### src/rtl/ir_tx_pkg.sv
package ir_tx_pkg;

  typedef enum logic {
    ST_IDLE = 1'b0,
    ST_SEND = 1'b1
  } tx_state_e;

  // Line level for one half of a biphase bit: a one is low then high,
  // a zero is high then low.
  function automatic logic biphase_level(input logic value, input logic second_half);
    return ~(second_half ^ value);
  endfunction

endpackage

### src/rtl/ir_carrier.sv
module ir_carrier #(
  parameter int DIV  = 12,
  parameter int HIGH = 3
) (
  input  logic clk,
  input  logic rst,
  output logic carrier_o
);
  localparam int CW = $clog2(DIV);

  logic [CW-1:0] phase;

  always_ff @(posedge clk) begin
    if (rst) begin
      phase <= '0;
    end else if (phase == CW'(DIV - 1)) begin
      phase <= '0;
    end else begin
      phase <= phase + 1'b1;
    end
  end

  assign carrier_o = (phase < CW'(HIGH));
endmodule

### src/rtl/ir_slot_timer.sv
module ir_slot_timer #(
  parameter int HALF_CYC    = 384,
  parameter int PERIOD_BITS = 64,
  parameter int FRAME_BITS  = 14,
  localparam int CW = $clog2(HALF_CYC),
  localparam int SW = $clog2(PERIOD_BITS)
) (
  input  logic          clk,
  input  logic          rst,
  input  logic          run,
  input  logic          restart,
  output logic          second_half,
  output logic [SW-1:0] slot,
  output logic          frame_end,
  output logic          period_end
);
  logic [CW-1:0] cnt;
  logic          half_last;

  assign half_last  = (cnt == CW'(HALF_CYC - 1));
  assign frame_end  = run & half_last & second_half & (slot == SW'(FRAME_BITS - 1));
  assign period_end = run & half_last & second_half & (slot == SW'(PERIOD_BITS - 1));

  always_ff @(posedge clk) begin
    if (rst || restart || !run) begin
      cnt         <= '0;
      second_half <= 1'b0;
      slot        <= '0;
    end else if (half_last) begin
      cnt <= '0;
      if (second_half) begin
        second_half <= 1'b0;
        slot        <= slot + 1'b1;
      end else begin
        second_half <= 1'b1;
      end
    end else begin
      cnt <= cnt + 1'b1;
    end
  end
endmodule

### src/rtl/ir_frame_seq.sv
module ir_frame_seq
  import ir_tx_pkg::*;
#(
  parameter int SYS_W = 5,
  parameter int CMD_W = 6,
  localparam int FW = 3 + SYS_W + CMD_W
) (
  input  logic             clk,
  input  logic             rst,
  input  logic             in_valid,
  output logic             in_ready,
  input  logic [SYS_W-1:0] sys_code,
  input  logic [CMD_W-1:0] cmd_code,
  input  logic             key_held,
  input  logic             frame_end,
  input  logic             period_end,
  output logic             sending,
  output logic             restart,
  output logic [FW-1:0]    frame_word
);
  tx_state_e state, state_nx;
  logic      toggle;
  logic      take_req;
  logic      go_again;

  assign in_ready = (state == ST_IDLE) | period_end;
  assign take_req = in_valid & in_ready;
  assign go_again = period_end & ~in_valid & key_held;
  assign restart  = take_req | go_again;
  assign sending  = (state == ST_SEND);

  always_comb begin
    state_nx = state;
    unique case (state)
      ST_IDLE: if (take_req) state_nx = ST_SEND;
      ST_SEND: begin
        if (restart)                     state_nx = ST_SEND;
        else if (period_end)             state_nx = ST_IDLE;
        else if (frame_end && !key_held) state_nx = ST_IDLE;
      end
      default: state_nx = ST_IDLE;
    endcase
  end

  always_ff @(posedge clk) begin
    if (rst) begin
      state      <= ST_IDLE;
      toggle     <= 1'b0;
      frame_word <= '0;
    end else begin
      state <= state_nx;
      if (take_req) begin
        toggle     <= ~toggle;
        frame_word <= {2'b11, ~toggle, sys_code, cmd_code};
      end
    end
  end
endmodule

### src/rtl/biphase_ir_tx.sv
module biphase_ir_tx
  import ir_tx_pkg::*;
#(
  parameter int BIT_CYCLES  = 768,
  parameter int PERIOD_BITS = 64,
  parameter int SYS_W       = 5,
  parameter int CMD_W       = 6,
  parameter int CAR_DIV     = 12,
  parameter int CAR_HIGH    = 3
) (
  input  logic             clk,
  input  logic             rst,
  input  logic             in_valid,
  output logic             in_ready,
  input  logic [SYS_W-1:0] sys_code,
  input  logic [CMD_W-1:0] cmd_code,
  input  logic             key_held,
  output logic             code_o,
  output logic             mcode_o
);
  localparam int HALF_CYC   = BIT_CYCLES / 2;
  localparam int FRAME_BITS = 3 + SYS_W + CMD_W;
  localparam int SLOT_W     = $clog2(PERIOD_BITS);

  logic                  sending;
  logic                  restart;
  logic                  second_half;
  logic [SLOT_W-1:0]     slot;
  logic                  frame_end;
  logic                  period_end;
  logic [FRAME_BITS-1:0] frame_word;
  logic [FRAME_BITS-1:0] shifted;
  logic                  in_frame;
  logic                  carrier;

  ir_frame_seq #(.SYS_W(SYS_W), .CMD_W(CMD_W)) u_seq (
    .clk        (clk),
    .rst        (rst),
    .in_valid   (in_valid),
    .in_ready   (in_ready),
    .sys_code   (sys_code),
    .cmd_code   (cmd_code),
    .key_held   (key_held),
    .frame_end  (frame_end),
    .period_end (period_end),
    .sending    (sending),
    .restart    (restart),
    .frame_word (frame_word)
  );

  ir_slot_timer #(
    .HALF_CYC    (HALF_CYC),
    .PERIOD_BITS (PERIOD_BITS),
    .FRAME_BITS  (FRAME_BITS)
  ) u_timer (
    .clk         (clk),
    .rst         (rst),
    .run         (sending),
    .restart     (restart),
    .second_half (second_half),
    .slot        (slot),
    .frame_end   (frame_end),
    .period_end  (period_end)
  );

  ir_carrier #(.DIV(CAR_DIV), .HIGH(CAR_HIGH)) u_car (
    .clk       (clk),
    .rst       (rst),
    .carrier_o (carrier)
  );

  assign shifted  = frame_word << slot;
  assign in_frame = (slot < SLOT_W'(FRAME_BITS));
  assign code_o   = sending & in_frame & biphase_level(shifted[FRAME_BITS-1], second_half);
  assign mcode_o  = code_o & carrier;
endmodule

### config.mk
export PLATFORM = sky130hd
export DESIGN_NAME = biphase_ir_tx
export DESIGN_NICKNAME = d
export VERILOG_FILES = /design/src/rtl/ir_tx_pkg.sv /design/src/rtl/ir_carrier.sv /design/src/rtl/ir_slot_timer.sv /design/src/rtl/ir_frame_seq.sv /design/src/rtl/biphase_ir_tx.sv
export SDC_FILE = /design/constraint.sdc
export NUM_CORES = 1
export LEC_CHECK = 0
export BUFFER_PORTS_ARGS = -buffer_cell sky130_fd_sc_hd__buf_4
export CORE_UTILIZATION = 48
export CTS_CLUSTER_SIZE = 8
export DETAILED_ROUTE_END_ITERATION = 8
export GPL_ROUTABILITY_DRIVEN = 0
export PLACE_DENSITY = 0.7
export SYNTH_ARGS = -nofsm -noshare
export SYNTH_HDL_FRONTEND = slang
export SYNTH_SLANG_ARGS = --single-unit
### constraint.sdc
create_clock -name clk -period 2 [get_ports clk]
set_input_delay 0 -clock clk [delete_from_list [all_inputs] [get_ports clk]]
set_output_delay 0 -clock clk [all_outputs]
set_load 0.02 [all_outputs]
==> metrics.yaml <==
outcome:
  outcome: "complete, no violations"
yosys:
  synth-edff-count: 0
  yosys_warnings: 0
  synth_flop_cell: "dfxtp_1"
  synthDistinctLibCells: 42
  syn_inst: 197
  mappedNetlistArea_sq_mm: 0.001779
  synth_seq_area_share_pct: 38.26
  syn_area_per_cell_sq_um: 9.032
  ys_async_sr_fraction_pct: 0
  ys_seq_elements: 34
  synthesis.nets: 216
sta:
  fin_crit_ns: 1.985
  holdWs_ns: 0.04591
  max_freq_ghz: 0.5038
  post-route-period-util_pct: 99.24
  fin_setup_tns_ns: 0
  drv_slew: 0
  relSlewSlack_pct: 56.88
  skew_ns: 0.008369
  worst_pin_slew_ns: 0.6379
  setup_viol: 0
  rsz0062_at_grt: "yes"
  hold_violations: 0
placement:
  io_buffer_count: 17
  place_inst: 257
  post_dp_cell_area_sq_mm: 0.001973
  place_hpwl_microns: 2718
global_route:
  antenna_found_initial: 0
  track_usage_pct: 21.73
  grt_pass1_vias: 1524
  grt-ovfl-total: 0
  grt_max_degree: 31
  grt_first_pass_wirelength_microns: 6851
power_and_ir_drop:
  p_seq_share_pct: 51.5
  p_leak_nw: 0.8071
  vdd_drop_max_v: 0.0005166
  power.internal_mw: 1.064
  switching_share_pct: 23.66
  clkPwrFrac_pct: 37.0
  power_density_mw_per_mm2: 632.0
  p_switching_mw: 0.3298
  pwr-share-comb_pct: 11.5
worst_setup_path:
  cp_max_fo: 4
  crit_type: "register to primary output"
  crit_required_ns: 2.00
  arrival_ns: 1.98
  start_kind: "register"
  end_kind: "primary output"
clock_network:
  worstSkewPairLatency_ns: 0.28
  cts_tree: "done"
  cts-root-buf: "clkbuf_8"
  cts.sinks: 34
  max-clock-path-buffers: 2
  path_clk_slew_ns: 0.06
  htreeDepth: 2
  cts_buffers: 5
routing:
  ant_nets: 0
  first_iter_violations: 103
  drc: 0
  vias: 1548
  detail_route.wl_per_cell_microns: 14.22
  firstDrtPassIters: 4
  routed_via_density: 5.588
  routed_wl_microns: 3938
floorplanning:
  rows: 21
  fp.dieW_microns: 62.88
  num_io_pins: 18
  chipHeight_microns: 62.88
  die_area_sq_mm: 0.003954
  coreArea_sq_mm: 0.003442
  start_util_pct: 51.69
cells_and_area:
  fin_nets: 249
  instances_no_fill: 277
  post-route-util_pct: 64.09
  diodes: 0
  drive_gt1_share_pct: 21.65
  layout-area-overhead-vs-synth_pct: 23.98
  post-route-cell-area_sq_mm: 0.002206
min_path:
  holdCritPathClass: "primary input to register"
job:
  drv_cap: 0
-- placed cells by master, fill, tap and decap left out, drive strengths merged, types with 3 or more instances in the layout --
master | Yosys | layout
a21oi | 3 | 3
and2 | 3 | 3
buf | 6 | 28
clkbuf | 6 | 7
dfxtp | 34 | 34
dlygate4sd3 | 0 | 10
ha | 4 | 4
inv | 5 | 5
mux2i | 3 | 3
nand2 | 8 | 8
nand2b | 12 | 12
nand3 | 13 | 13
nand4 | 4 | 4
nand4b | 13 | 13
nor2 | 24 | 24
nor2b | 3 | 3
nor3 | 6 | 6
nor4 | 4 | 4
o21ai | 13 | 13
xnor2 | 11 | 11
-- worst paths after layout --
check / start / to / slack (ns) / cells past startpoint
setup / recovery: u_timer.slot[0] / code_o / 0.02 / 5
hold / removal: cmd_code[1] / u_seq.frame_word[1] / 0.05 / 3
setup reg to reg: u_timer.cnt[0] / u_timer.slot[1] / 0.15 / 6
hold reg to reg: u_timer.cnt[0] / u_timer.cnt[0] / 0.45 / 1
-- stage by stage --
stage               power, mW  setup WS, ns
finish                  1.394       0.01513
global route            1.456      -0.07074
CTS                     1.401      -0.01674
detailed placement     0.8750       0.06122
global placement       0.8664        0.1876
floorplan              0.8224        0.1725
-- area by class of cell --
class	count	area (sq um)
well taps	46	57.56
inverters	5	18.77
repair buffers	38	321.6
multi-input cells	146	1032
flip-flops and latches	34	684.4
clock inverters	1	5.005
fillers	286	1236
clock buffers	7	86.33
-- sequential cells by signal (all words and copies together) (netlist names) --
| signal | flops |
|---|---|
| u_seq.sending | 1 |
| u_car.phase | 4 |
| u_timer.second_half | 1 |
| u_seq.frame_word | 13 |
| u_timer.slot | 6 |
| u_timer.cnt | 9 |
-- power by group through the flow --
stage | registers (mW) | logic, mW | clock network [mW]
floorplan | 0.730 | 0.0928 | 0
global placement | 0.733 | 0.134 | 0
detailed placement | 0.734 | 0.141 | 0
CTS | 0.718 | 0.158 | 0.525
global route | 0.721 | 0.178 | 0.557
finish | 0.718 | 0.161 | 0.515
-- cell usage after synthesis (all sizes together) (5+ instances only) --
master  count  area share (%)
dfxtp      34              38
nor2       24             5.1
nand3      13             3.7
nand4b     13             6.8
o21ai      13             3.7
nand2b     12             4.2
xnor2      11             5.4
nand2       8             1.7
buf         6             2.0
clkbuf      6             1.3
nor3        6             1.7
inv         5             1.1
-- cell families (layout without fill, tap and decap cells) --
group	Yosys count	in the layout	share of synthesized area (%)
AND/OR/NAND/NOR	96	96	31.37
flip-flops	34	34	38.26
AO/OA/AOI/OAI	26	26	11.32
buffers and inverters	17	51	4.360
XOR/XNOR	13	13	6.399
multiplexers	7	7	5.485
adder cells (fa/ha/maj)	4	4	2.813
-- timing repair --
item	CTS	global route
pin swaps	1	1
cloned	0	0
endpoints found under the hold margin	10	0
hold buffers	10	0
resized for setup	5	4
endpoints found under the setup margin	2	24
setup buffers	0	2
-- critical path, cell delays in order (launching register included) --
cell and delay [ns]:
dfxtp_4 0.37, mux4_2 0.50, a22oi_2 0.26, mux2i_1 0.10
or3_1 0.33, buf_6 0.14
-- layer usage --
layer | vias to the layer above | wire length, microns | global-route usage [%]
met2 | 28 | 1974 | 37.63
met4 | 0 | 40 | 6.977
met5 | - | 0 | 0
met3 | 5 | 126 | 5.657
met1 | 750 | 1797 | 25.82
li1 | 765 | - | -
(Power assumes the default switching activity.)
